[src/rtl/sdinit_pkg.sv]
package sdinit_pkg;

    typedef enum logic [2:0] {
        S_OFF, S_DUMMY, S_CMD, S_RESP, S_OCR, S_EVAL, S_READY, S_FAIL
    } state_t;

    typedef enum logic [1:0] {
        P_RST, P_POLL, P_OCR, P_USER
    } phase_t;

    localparam logic [2:0] FC_NONE    = 3'd0;
    localparam logic [2:0] FC_NORESP  = 3'd1;
    localparam logic [2:0] FC_BADR1   = 3'd2;
    localparam logic [2:0] FC_TIMEOUT = 3'd3;
    localparam logic [2:0] FC_VOLT    = 3'd4;

    localparam logic [5:0] IDX_RESET  = 6'd0;
    localparam logic [5:0] IDX_OPCOND = 6'd1;
    localparam logic [5:0] IDX_APPOP  = 6'd41;
    localparam logic [5:0] IDX_RDOCR  = 6'd58;
    localparam logic [5:0] IDX_CRCSW  = 6'd59;

    function automatic logic idle_permits(input logic [5:0] i);
        return (i == IDX_OPCOND) || (i == IDX_APPOP) ||
               (i == IDX_RDOCR)  || (i == IDX_CRCSW);
    endfunction

endpackage

[src/rtl/sdinit_counter.sv]
module sdinit_counter #(
    parameter int W = 4
) (
    input  logic         clk,
    input  logic         rst_n,
    input  logic         clr,
    input  logic         inc,
    output logic [W-1:0] cnt
);

    always_ff @(posedge clk or negedge rst_n) begin
        if (!rst_n)   cnt <= '0;
        else if (clr) cnt <= '0;
        else if (inc) cnt <= cnt + 1'b1;
    end


    no_wrap_chk: assert property (@(posedge clk) disable iff (!rst_n)
        (inc && !clr) |-> (cnt != {W{1'b1}}));

endmodule

[src/rtl/sdinit_frame.sv]
module sdinit_frame #(
    parameter int POS_W = 4
) (
    input  logic [5:0]       idx,
    input  logic [31:0]      arg,
    input  logic [POS_W-1:0] pos,
    output logic [7:0]       byte_o
);

    function automatic logic [6:0] crc7(input logic [39:0] m);
        logic [6:0] c;
        logic       fb;
        c = '0;
        for (int i = 39; i >= 0; i--) begin
            fb = m[i] ^ c[6];
            c  = {c[5:0], 1'b0};
            if (fb) c = c ^ 7'h09;
        end
        return c;
    endfunction

    logic [39:0] head;
    logic [6:0]  crc;

    always_comb begin
        head = {2'b01, idx, arg};
        crc  = crc7(head);
        if      (pos == POS_W'(0)) byte_o = head[39:32];
        else if (pos == POS_W'(1)) byte_o = arg[31:24];
        else if (pos == POS_W'(2)) byte_o = arg[23:16];
        else if (pos == POS_W'(3)) byte_o = arg[15:8];
        else if (pos == POS_W'(4)) byte_o = arg[7:0];
        else if (pos == POS_W'(5)) byte_o = {crc, 1'b1};
        else                       byte_o = 8'hFF;
    end


    always_comb begin
        if (idx == 6'd0 && arg == 32'd0 && pos == POS_W'(5))
            reset_crc_chk: assert (byte_o == 8'h95);
    end

endmodule

[src/rtl/sdinit_seq.sv]
module sdinit_seq
    import sdinit_pkg::*;
#(
    parameter int          DUMMY_BYTES = 10,
    parameter int          NCR_BYTES   = 8,
    parameter int          POLL_W      = 16,
    parameter logic [23:0] HOST_VMASK  = 24'h30_0000
) (
    input  logic              clk,
    input  logic              rst_n,
    input  logic              start,
    input  logic [POLL_W-1:0] poll_max,
    input  logic              user_cmd_valid,
    input  logic [5:0]        user_cmd_idx,
    input  logic [31:0]       user_cmd_arg,
    output logic              xfer_req,
    output logic [7:0]        xfer_tx,
    input  logic              xfer_done,
    input  logic [7:0]        xfer_rx,
    output logic              cs_n,
    output logic              sclk_en,
    output logic              busy,
    output logic              ready,
    output logic              fail,
    output logic [2:0]        fail_code,
    output logic [31:0]       ocr,
    output logic              cmd_done,
    output logic [7:0]        cmd_r1,
    output logic              cmd_noresp,
    output logic              cmd_blocked
);

    localparam int FRAME_BYTES = 6;
    localparam int OCR_BYTES   = 4;
    localparam int CNT_A       = (DUMMY_BYTES > NCR_BYTES) ? DUMMY_BYTES : NCR_BYTES;
    localparam int CNT_TOP     = (CNT_A > FRAME_BYTES) ? CNT_A : FRAME_BYTES;
    localparam int CNT_W       = $clog2(CNT_TOP + 1);
    localparam logic [CNT_W-1:0] LAST_DUMMY = CNT_W'(DUMMY_BYTES - 1);
    localparam logic [CNT_W-1:0] LAST_FRAME = CNT_W'(FRAME_BYTES - 1);
    localparam logic [CNT_W-1:0] LAST_NCR   = CNT_W'(NCR_BYTES - 1);
    localparam logic [CNT_W-1:0] LAST_OCR   = CNT_W'(OCR_BYTES - 1);

    state_t            state_q, state_d;
    phase_t            phase_q;
    logic [5:0]        idx_q;
    logic [31:0]       arg_q;
    logic [7:0]        r1_q;
    logic              noresp_q;
    logic [31:0]       ocr_sh_q;
    logic              card_idle_q;
    logic              ret_ready_q;
    logic [2:0]        fail_code_q;
    logic [31:0]       ocr_q;

    logic              bc_clr, bc_inc, pc_clr, pc_inc;
    logic [CNT_W-1:0]  bc;
    logic [POLL_W-1:0] pc;
    logic [7:0]        frame_byte;
    logic              poll_over, volt_ok, refuse, boot_ok;

    sdinit_counter #(.W(CNT_W)) byte_ctr_i (
        .clk(clk), .rst_n(rst_n), .clr(bc_clr), .inc(bc_inc), .cnt(bc));

    sdinit_counter #(.W(POLL_W)) poll_ctr_i (
        .clk(clk), .rst_n(rst_n), .clr(pc_clr), .inc(pc_inc), .cnt(pc));

    sdinit_frame #(.POS_W(CNT_W)) frame_i (
        .idx(idx_q), .arg(arg_q), .pos(bc), .byte_o(frame_byte));

    assign poll_over = ({1'b0, pc} + 1'b1) >= {1'b0, poll_max};
    assign volt_ok   = (ocr_sh_q[23:0] & HOST_VMASK) == HOST_VMASK;
    assign refuse    = card_idle_q && !idle_permits(user_cmd_idx);
    assign boot_ok   = !noresp_q && (r1_q == 8'h01);

    // next state and counter control
    always_comb begin
        state_d = state_q;
        bc_clr  = 1'b0;
        bc_inc  = 1'b0;
        pc_clr  = 1'b0;
        pc_inc  = 1'b0;
        unique case (state_q)
            S_OFF: if (start) begin state_d = S_DUMMY; bc_clr = 1'b1; end
            S_DUMMY: if (xfer_done) begin
                if (bc == LAST_DUMMY) begin state_d = S_CMD; bc_clr = 1'b1; end
                else bc_inc = 1'b1;
            end
            S_CMD: if (xfer_done) begin
                if (bc == LAST_FRAME) begin state_d = S_RESP; bc_clr = 1'b1; end
                else bc_inc = 1'b1;
            end
            S_RESP: if (xfer_done) begin
                if (!xfer_rx[7]) begin
                    state_d = (idx_q == IDX_RDOCR) ? S_OCR : S_EVAL;
                    bc_clr  = 1'b1;
                end else if (bc == LAST_NCR) begin
                    state_d = S_EVAL;
                    bc_clr  = 1'b1;
                end else bc_inc = 1'b1;
            end
            S_OCR: if (xfer_done) begin
                if (bc == LAST_OCR) begin state_d = S_EVAL; bc_clr = 1'b1; end
                else bc_inc = 1'b1;
            end
            S_EVAL: unique case (phase_q)
                P_RST: begin
                    state_d = boot_ok ? S_CMD : S_FAIL;
                    pc_clr  = 1'b1;
                end
                P_POLL: begin
                    if (noresp_q)                        state_d = S_FAIL;
                    else if (r1_q == 8'h00)              state_d = S_CMD;
                    else if (r1_q == 8'h01 && !poll_over) begin
                        state_d = S_CMD;
                        pc_inc  = 1'b1;
                    end else                             state_d = S_FAIL;
                end
                P_OCR: state_d = (!noresp_q && r1_q == 8'h00 && volt_ok) ? S_READY : S_FAIL;
                P_USER: state_d = ret_ready_q ? S_READY : S_FAIL;
            endcase
            S_READY, S_FAIL: if (user_cmd_valid && !refuse) begin
                state_d = S_CMD;
                bc_clr  = 1'b1;
            end
            default: state_d = S_OFF;
        endcase
    end

    // state register and sequencing data
    always_ff @(posedge clk or negedge rst_n) begin
        if (!rst_n) begin
            state_q     <= S_OFF;
            phase_q     <= P_RST;
            idx_q       <= IDX_RESET;
            arg_q       <= '0;
            r1_q        <= 8'hFF;
            noresp_q    <= 1'b0;
            ocr_sh_q    <= '0;
            card_idle_q <= 1'b1;
            ret_ready_q <= 1'b0;
            fail_code_q <= FC_NONE;
            ocr_q       <= '0;
            cmd_done    <= 1'b0;
            cmd_r1      <= 8'hFF;
            cmd_noresp  <= 1'b0;
            cmd_blocked <= 1'b0;
        end else begin
            state_q     <= state_d;
            cmd_done    <= 1'b0;
            cmd_blocked <= 1'b0;
            unique case (state_q)
                S_OFF: if (start) begin
                    phase_q     <= P_RST;
                    idx_q       <= IDX_RESET;
                    arg_q       <= '0;
                    fail_code_q <= FC_NONE;
                end
                S_RESP: if (xfer_done) begin
                    if (!xfer_rx[7]) begin
                        r1_q        <= xfer_rx;
                        noresp_q    <= 1'b0;
                        card_idle_q <= xfer_rx[0];
                    end else if (bc == LAST_NCR) begin
                        r1_q     <= 8'hFF;
                        noresp_q <= 1'b1;
                    end
                end
                S_OCR: if (xfer_done) ocr_sh_q <= {ocr_sh_q[23:0], xfer_rx};
                S_EVAL: unique case (phase_q)
                    P_RST: begin
                        if (boot_ok) begin
                            phase_q <= P_POLL;
                            idx_q   <= IDX_OPCOND;
                            arg_q   <= '0;
                        end else fail_code_q <= noresp_q ? FC_NORESP : FC_BADR1;
                    end
                    P_POLL: begin
                        if (noresp_q)            fail_code_q <= FC_NORESP;
                        else if (r1_q == 8'h00) begin
                            phase_q <= P_OCR;
                            idx_q   <= IDX_RDOCR;
                        end else if (r1_q != 8'h01) fail_code_q <= FC_BADR1;
                        else if (poll_over)         fail_code_q <= FC_TIMEOUT;
                    end
                    P_OCR: begin
                        if (noresp_q)            fail_code_q <= FC_NORESP;
                        else if (r1_q != 8'h00)  fail_code_q <= FC_BADR1;
                        else begin
                            ocr_q <= ocr_sh_q;
                            if (!volt_ok) fail_code_q <= FC_VOLT;
                        end
                    end
                    P_USER: begin
                        cmd_done   <= 1'b1;
                        cmd_r1     <= r1_q;
                        cmd_noresp <= noresp_q;
                        if (idx_q == IDX_RDOCR && !noresp_q) ocr_q <= ocr_sh_q;
                    end
                endcase
                S_READY, S_FAIL: if (user_cmd_valid) begin
                    if (refuse) cmd_blocked <= 1'b1;
                    else begin
                        phase_q     <= P_USER;
                        idx_q       <= user_cmd_idx;
                        arg_q       <= (user_cmd_idx == IDX_OPCOND) ? 32'd0 : user_cmd_arg;
                        ret_ready_q <= (state_q == S_READY);
                    end
                end
                default: ;
            endcase
        end
    end

    // outputs
    always_comb begin
        xfer_req  = (state_q == S_DUMMY) || (state_q == S_CMD) ||
                    (state_q == S_RESP)  || (state_q == S_OCR);
        cs_n      = !((state_q == S_CMD) || (state_q == S_RESP) || (state_q == S_OCR));
        xfer_tx   = (state_q == S_CMD) ? frame_byte : 8'hFF;
        sclk_en   = xfer_req;
        busy      = !((state_q == S_OFF) || (state_q == S_READY) || (state_q == S_FAIL));
        ready     = (state_q == S_READY);
        fail      = (state_q == S_FAIL);
        fail_code = fail_code_q;
        ocr       = ocr_q;
    end


    clk_idle_chk: assert property (@(posedge clk) disable iff (!rst_n)
        !busy |-> !sclk_en);


    dummy_fill_chk: assert property (@(posedge clk) disable iff (!rst_n)
        (xfer_req && cs_n) |-> (xfer_tx == 8'hFF));


    tx_hold_chk: assert property (@(posedge clk) disable iff (!rst_n)
        (xfer_req && !xfer_done) |=> (xfer_req && $stable(xfer_tx)));


    refuse_quiet_chk: assert property (@(posedge clk) disable iff (!rst_n)
        cmd_blocked |-> !xfer_req);


    volt_ready_chk: assert property (@(posedge clk) disable iff (!rst_n)
        (ready && $past(state_q) == S_EVAL && $past(phase_q) == P_OCR)
            |-> ((ocr[23:0] & HOST_VMASK) == HOST_VMASK));


    excl_status_chk: assert property (@(posedge clk) disable iff (!rst_n)
        !(ready && fail));


    poll_bound_chk: assert property (@(posedge clk) disable iff (!rst_n)
        (phase_q == P_POLL && state_q == S_CMD) |-> (pc == '0 || pc < poll_max));

endmodule

[config.mk]
export PLATFORM = sky130hd
export DESIGN_NAME = sdinit_seq
export DESIGN_NICKNAME = d
export VERILOG_FILES = /design/src/rtl/sdinit_pkg.sv /design/src/rtl/sdinit_counter.sv /design/src/rtl/sdinit_frame.sv /design/src/rtl/sdinit_seq.sv
export SDC_FILE = /design/constraint.sdc
export NUM_CORES = 1
export LEC_CHECK = 0
export BUFFER_PORTS_ARGS = -buffer_cell sky130_fd_sc_hd__buf_2
export CORE_MARGIN = 5
export CORE_UTILIZATION = 40
export DETAILED_ROUTE_END_ITERATION = 16
export SLEW_MARGIN = 20
export SYNTH_ARGS = -nofsm -noshare
export SYNTH_HDL_FRONTEND = slang
export SYNTH_HIERARCHICAL = 1
export SYNTH_SLANG_ARGS = --single-unit
[constraint.sdc]
create_clock -name clk -period 3.5 [get_ports clk]
set_input_delay 0.175 -clock clk [delete_from_list [all_inputs] [get_ports clk]]
set_output_delay 0.175 -clock clk [all_outputs]
set_load 0.01 [all_outputs]
==> qor.yml, run 1 <==
drive_above_1_share: 0.337
cp.required_ns: 3.32
swShare: 0.390
final_nets: 1123
grt_pass1_wl_um: 36900
slew_viol_final: 0
pwr-share-comb: 0.675
power_density_mw_per_mm2: 1370
synth_top_area_cell: "dfrtp_1"
r2r_end: "poll_ctr_i/cnt[15]"
area_growth_pct: 24.5
start_util: 0.403
yosysWarnings: 6
min_from: "user_cmd_arg[14]"
clk_pin_slew_ns: 0.07
clk_path_buf_depth: 2
arrival_ns: 3.25
dp_slack_ns: 0.0681
ir_drop_uv: 1640
wl_per_cell_um: 16.9
die_w_um: 160
syn_inst: 855
ys_async_sr_fraction: 1.00
cts_root_buf: "clkbuf_16"
std_cell_rows: 55
synth_area_leaders: "dfrtp_1, mux2_2, xnor2_1, dfstp_2, xnor3_1"
syn-cell-area_mm2: 0.00904
crit_fanout: 5
h-tree-depth: 4
io_pins: 127
finalSetupViolCount: 0
drv_cap: 0
path_class: "reg -> out"
initialDrtViolationCount: 453
cts_made_buffers: 17
grt-ovfl-total: 0
yosys_most_used_dff: "dfrtp_1"
dp_hpwl_um: 16200
syn_nets: 945
ys_seq_area_frac: 0.423
viasPerCell: 5.18
routed_wl_um: 22500
p_sw_mw: 6.00
hold_class: "in -> reg"
tightest_slew_ns: 0.818
vias: 6900
synth.distinct_cells: 76
r2r_start: "poll_ctr_i/cnt[2]"
crit_start: "arg_q[19]"
hold_viol_final: 0
setup_ws_ns: 0.0796
hold_depth: 3
synthMuxAreaShare: 0.116
clock_sinks: 152
final_antenna_net_count: 0
regToRegSetupSlack_ns: 0.25
fin_worst_skew_ns: 0.0132
route.detailed.drc: 0
cts_tree: "yes"
grt_pass1_vias: 6984
synth_xor_xnor_area_share: 0.131
critPathLaunchType: "register"
insertion_delay_ns: 0.44
min_period_over_period: 0.977
p_leak_nw: 5.27
synth-simple-area-share: 0.153
internal_power_mw: 9.39
port_buffers: 126
seq_power_share: 0.200
antenna_found_initial: 2
reg2reg_depth: 15
synth_top_family_by_area: "simple AND/OR/NAND/NOR gates"
die_h_um: 160
clock.fmax_mhz: 292
dr.pass1.iters: 5
utilization: 0.502
clkPwrFrac: 0.125
synth_adder_area_share: 0.0318
min_period_ns: 3.42
slew_headroom: 0.455
synth_edf_count: 0
die-area_mm2: 0.0257
core_area_mm2: 0.0224
avgSynthCellArea_um2: 10.6
outcome: "completed"
antenna_cells: 0
grt_max_degree: 78
netlist.area_leader.share: 0.374
min_delay_worst_endpoint: "arg_q[14]"
cp-end-kind: "output port"
track_usage: 0.176
place_congestion: 0.870
ys_ff_latch: 152
synth_compound_area_frac: 0.109
## cell type report
type                            count  area [µm²]
Inverter                           33         124
Clock buffer                       17         425
Clock inverter                     15         209
Timing Repair Buffer              202        1310
Tap cell                          285         357
Sequential cell                   152        3830
Fill cell                        2042       11200
Multi-Input combinational cell    627        5000
## flip-flops by register name, indices dropped and copies added (netlist names)
| signal | flops |
|---|---|
| arg_q | 32 |
| byte_ctr_i/cnt | 4 |
| card_idle_q | 1 |
| cmd_blocked | 1 |
| cmd_done | 1 |
| cmd_noresp | 1 |
| cmd_r1 | 8 |
| fail_code | 3 |
| idx_q | 6 |
| noresp_q | 1 |
| ocr | 32 |
| ocr_sh_q | 32 |
| phase_q | 2 |
| poll_ctr_i/cnt | 16 |
| r1_q | 8 |
| ret_ready_q | 1 |
| state_q | 3 |
## power groups by stage
stage / clock network [mW] / registers, mW / logic [mW]
finish: 1.93 / 3.08 / 10.4
CTS: 1.97 / 3.06 / 9.71
detailed placement: 0 / 3.08 / 9.51
floorplan: 0 / 2.86 / 8.07
global placement: 0 / 3.07 / 9.56
global route: 2.05 / 3.17 / 10.9
## cell usage in the layout (no fill, tap or decap), types with 8 or more instances in the layout
cell           count
o21ai_0           49
a31oi_1           11
buf_4             41
nor2_1            54
inv_1             33
nand2_1          101
mux2i_1            8
a21oi_1           37
dlygate4sd3_1     34
buf_2            125
xnor2_1           45
mux2_2            76
dfrtp_1          128
xnor3_1           14
nand3_1           14
ha_1              23
xor2_1            11
dfstp_2           17
or3_1             16
nor2b_1           12
clkbuf_16         17
nand4_1           12
## worst max path at each step
stage	endpoint	slack [ns]	cells past startpoint
2_1_floorplan	poll_ctr_i/cnt[15]	0.12	16
3_3_place_gp	poll_ctr_i/cnt[15]	0.19	15
3_5_place_dp	poll_ctr_i/cnt[15]	0.07	15
4_1_cts	xfer_tx[4]	0.001	8
5_1_grt	xfer_tx[6]	-0.02	9
6_report	xfer_tx[4]	0.08	8
## Yosys cell counts (all sizes together) (14+ instances only)
cell type / n
nand2: 101
nand3: 14
clkbuf: 25
xnor3: 21
nor2: 56
dfstp: 17
xnor2: 54
dfrtp: 135
buf: 18
mux2: 81
a21oi: 37
ha: 23
o21ai: 53
inv: 33
xor2: 14
or3: 16
## kinds of logic after synthesis
family                   count (synthesis)
AND/OR/NAND/NOR                        271
flip-flops                             152
AO/OA/AOI/OAI                          150
XOR/XNOR                                92
multiplexers                            91
buffers and inverters                   76
adder cells (fa/ha/maj)                 23
## metrics by stage
stage          instance area, µm²  setup TNS (ns)  total power [mW]  hold WS (ns)  cells
6_report                    11300               0              15.4        0.0143   1331
5_1_grt                     11300         -0.0223              16.2        0.0216   1331
4_1_cts                     11100               0              14.7       0.00271   1323
3_5_place_dp                10100               0              12.6         0.250   1255
3_3_place_gp                10100               0              12.6         0.257   1255
2_1_floorplan                9040               0              10.9        -0.121    855
## layer usage
layer  up-vias  part of all wire  track usage
met2       153              0.47        0.283
met4         4             0.012       0.0426
li1       3369                 -            -
met5         -            0.0015            0
met3        22             0.042       0.0372
met1      3352              0.48        0.246
## repair_timing
item	in CTS	in global routing
endpoints found under the setup margin	4	15
setup buffers	2	8
hold buffers	34	0
hold endpoints to repair	112	0
pin swaps	3	13
gates resized for setup	3	26
## worst max-delay path, cell delays in order, from the launching register on
cell and delay, ns:
dfrtp_2 0.46, xnor2_1 0.21, xnor3_1 0.42, xnor3_2 0.41, xnor3_1 0.38, xnor3_1 0.37, o21ai_1 0.07, or3_1 0.35
buf_2 0.14
No activity file was read; power rests on OpenSTA's default activity.
==> run 2: changes to the inputs <==
Settings changed: ABC_CLOCK_PERIOD_IN_PS set to 3500, CORE_ASPECT_RATIO set to 0.7.
==> qor.yml, run 2 (synthesis gave the netlist of run 1 again) <==
fillCellCount: 2056
outcome: "completed"
track_usage: 0.186
r2r_start: "poll_ctr_i/cnt[2]"
start_util: 0.403
h-tree-depth: 4
grt_max_degree: 78
place_congestion: 0.969
min_period_ns: 3.48
grt_pass1_vias: 6830
fin_worst_skew_ns: 0.0144
final_cell_mix: "dfrtp_1, buf_2, nand2_1, mux2_2, nor2_1"
initialDrtViolationCount: 558
regToRegSetupSlack_ns: 0.15
hold_viol_final: 0
port_buffers: 126
cp-end-kind: "output port"
cts_root_buf: "clkbuf_16"
antenna_cells: 0
antenna_found_initial: 2
routed_wl_um: 23900
viasPerCell: 5.20
dp.cells: 1266
r2r_end: "poll_ctr_i/cnt[15]"
clk_pin_slew_ns: 0.07
die_h_um: 136
grt-ovfl-total: 0
drv_cap: 0
dp_hpwl_um: 17400
insertion_delay_ns: 0.43
drive_above_1_share: 0.357
cts_made_buffers: 17
path_class: "reg -> out"
critPathLaunchType: "register"
crit_fanout: 3
min_delay_worst_endpoint: "arg_q[28]"
final_nets: 1137
core_area_mm2: 0.0224
hold_class: "in -> reg"
clock_sinks: 152
finalSetupViolCount: 0
slew_viol_final: 0
cts_tree: "yes"
min_from: "user_cmd_arg[28]"
io_pins: 127
grt_pass1_wl_um: 37900
hold_depth: 3
setup_tns_ns: 0
final_antenna_net_count: 0
final_common_cell: "dfrtp_1"
wl_per_cell_um: 17.7
clk_path_buf_depth: 2
die_w_um: 190
area_growth_pct: 26.8
layoutNonFillerInstCount: 1348
min_period_over_period: 0.995
arrival_ns: 3.31
reg2reg_depth: 15
dr.pass1.iters: 5
die-area_mm2: 0.0257
slew_headroom: 0.438
route.detailed.drc: 0
vias: 7013
std_cell_rows: 46
rsz0062_at_grt: "yes"
cp.required_ns: 3.32
tightest_slew_ns: 0.844
clock.fmax_mhz: 287
run 2: cell types whose count changed in the layout (fill, tap and decap cells not counted), sizes merged:
cell         change
clkinv           -4
buf             +13
clkinvlp         +3
dlygate4sd3      +1
bufinv           +1
run 2: area by class of cell:
cell class | instances | area [µm²] | share of cell area
Multi-Input combinational cell | 627 | 5110 | 0.446
Tap cell | 288 | 360 | 0.0314
Clock buffer | 17 | 425 | 0.0371
Sequential cell | 152 | 3830 | 0.335
Clock inverter | 15 | 179 | 0.0156
Inverter | 33 | 124 | 0.0108
Timing Repair Buffer | 216 | 1430 | 0.124
run 2: metrics by stage:
step	area, µm²	worst slack [ns]	hold slack, ns	utilization
after floorplan	9040	0.122	-0.121	-
after global placement	10100	0.104	0.272	0.452
after detailed placement	10100	-0.00740	0.277	0.452
after CTS	11200	-0.0376	0.00263	0.497
after global routing	11500	-0.0619	0.0202	0.511
final	11500	0.0192	0.0176	0.511
run 2: per-layer routing:
metal	GRT usage	wire [µm]
met5	0	14
met4	0.0454	324
met3	0.0384	1270
met2	0.270	10200
met1	0.285	12100
run 2: how the worst max path moves through the flow:
stage	start	end	cells past startpoint
2_1_floorplan	poll_ctr_i/cnt[2]	poll_ctr_i/cnt[15]	16
3_3_place_gp	poll_ctr_i/cnt[2]	poll_ctr_i/cnt[15]	15
3_5_place_dp	poll_ctr_i/cnt[0]	poll_ctr_i/cnt[15]	14
4_1_cts	idx_q[5]	xfer_tx[4]	8
5_1_grt	poll_ctr_i/cnt[2]	poll_ctr_i/cnt[15]	14
6_report	arg_q[17]	xfer_tx[6]	8
run 2: repair_timing:
| action | 4_1_cts | 5_1_grt |
|---|---|---|
| buffers inserted | 2 | 13 |
| setup endpoints to repair | 6 | 16 |
| gates cloned | 0 | 0 |
| resized for setup | 10 | 40 |
| endpoints found under the hold margin | 105 | 0 |
| hold buffers | 35 | 0 |
| pin swaps | 4 | 19 |
run 2: worst max-delay path, stage by stage, from the launching register on:
cell and delay [ns]:
dfrtp_1 0.43, xnor3_1 0.48, xor3_2 0.45, xnor3_2 0.44, xnor2_2 0.18, xnor2_1 0.20
o211ai_1 0.12, or3_4 0.42, buf_2 0.15
Power of run 2 is left out: the tool's default activity adds up to more than one toggle a clock period on the data nets, which glitch-free logic cannot reach.
==> run 3: changes to the inputs <==
Settings changed: PLACE_DENSITY set to 0.67.
==> qor.yml, run 3 (synthesis gave the netlist of run 1 again) <==
final_cell_mix: "dfrtp_1, buf_2, nand2_1, mux2_2, nor2_1"
cts_tree: "yes"
regToRegSetupSlack_ns: 0.23
outcome: "completed"
route.detailed.drc: 0
grt_pass1_wl_um: 38100
drive_above_1_share: 0.353
fillCellCount: 2051
dp.cells: 1262
cts_root_buf: "clkbuf_16"
cts_made_buffers: 17
min_period_ns: 3.44
arrival_ns: 3.26
seq_area_mm2: 0.00384
final_nets: 1138
viasPerCell: 5.24
insertion_delay_ns: 0.43
cp-end-kind: "output port"
setup_tns_ns: 0
clock.fmax_mhz: 291
slew_viol_final: 0
initialDrtViolationCount: 512
area_growth_pct: 25.5
r2r_start: "poll_ctr_i/cnt[0]"
clk_path_buf_depth: 2
r2r_end: "poll_ctr_i/cnt[15]"
place_congestion: 0.992
clk_pin_slew_ns: 0.07
hold_viol_final: 0
dr.pass1.iters: 5
grt_max_degree: 87
layoutNonFillerInstCount: 1349
core_area_mm2: 0.0224
crit_fanout: 4
track_usage: 0.186
h-tree-depth: 4
finalSetupViolCount: 0
die_h_um: 136
clock_sinks: 152
reg2reg_depth: 13
path_class: "reg -> out"
min_period_over_period: 0.982
crit_start: "idx_q[5]"
die-area_mm2: 0.0257
slew_headroom: 0.436
fin_worst_skew_ns: 0.0153
grt_pass1_vias: 6888
crit_top_cell: "xnor3_2"
routed_wl_um: 23600
wl_per_cell_um: 17.5
tightest_slew_ns: 0.840
start_util: 0.403
port_buffers: 126
vias: 7069
io_pins: 127
hold_class: "in -> reg"
die_w_um: 190
cpPeakStageDelay_ns: 0.53
grt-ovfl-total: 0
cp.required_ns: 3.32
final_antenna_net_count: 0
drv_cap: 0
antenna_found_initial: 2
std_cell_rows: 46
antenna_cells: 0
critPathLaunchType: "register"
cp_cell_sequence: "xnor3_2, xor3_4, xnor3_2, xnor2_2, o2bb2ai_1, o221ai_1, or3_1, buf_2"
dp_hpwl_um: 17000
endpoint: "xfer_tx[3]"
critPathSlowestCell: "xnor3_2"
multi_input_area_mm2: 0.00505
[run 3: cell count changes in the layout (fill, tap and decap cells not counted), moves of 3 or more]
cell,before,now
clkinv_4,0,3
inv_8,6,2
xnor2_1,41,44
or3_4,3,0
clkinv_2,0,5
buf_6,4,1
xnor3_1,13,10
xnor3_2,7,10
or3_1,13,16
[run 3: critical path: cells and delay by family (launching register included)]
kind            cells  cell delay, ns
compound gates      2            0.28
flops               1            0.42
buf+inv             1            0.15
xor+xnor            4            1.65
simple gates        1            0.35
[run 3: cell type report]
type,count,area share
multi-input combinational,627,0.445
sequential,152,0.338
timing repair buffer,217,0.126
clock buffer,17,0.0375
tap,288,0.0318
inverter,33,0.0109
clock inverter,15,0.0103
[run 3: metal layers]
layer | up-vias | global-route usage | share of wire | wire length (µm)
li1 | 3405 | - | - | -
met1 | 3430 | 0.272 | 0.47 | 11100
met2 | 203 | 0.275 | 0.44 | 10400
met3 | 27 | 0.0523 | 0.071 | 1670
met4 | 4 | 0.0470 | 0.014 | 325
met5 | - | 0 | 0.0013 | 30
[run 3: timing repair]
action,CTS,global route
pin swaps,11,17
hold buffers,37,0
hold endpoints to repair,107,0
endpoints found under the setup margin,5,17
buffers inserted,4,15
gates resized for setup,20,23
[run 3: worst min path at each step]
stage | start | slack (ns) | to | cells after the start
after floorplan | rst_n | -0.12 | arg_q[0] | 0
after CTS | xfer_rx[5] | 0.004 | ocr_sh_q[5] | 2
final | xfer_rx[5] | 0.02 | ocr_sh_q[5] | 2
after global placement | rst_n | 0.28 | arg_q[7] | 1
after detailed placement | rst_n | 0.28 | arg_q[7] | 1
after global routing | xfer_rx[5] | 0.008 | ocr_sh_q[5] | 2
[run 3: metrics by stage]
step	utilization	instance area, µm²	hold slack (ns)	setup slack, ns
2_1_floorplan	-	9040	-0.121	0.122
3_3_place_gp	0.451	10100	0.278	0.158
3_5_place_dp	0.451	10100	0.280	0.0319
4_1_cts	0.496	11100	0.00417	0.00124
5_1_grt	0.505	11300	0.00802	-0.0185
6_report	0.505	11300	0.0164	0.0644
Power of run 3 is left out for the same reason.
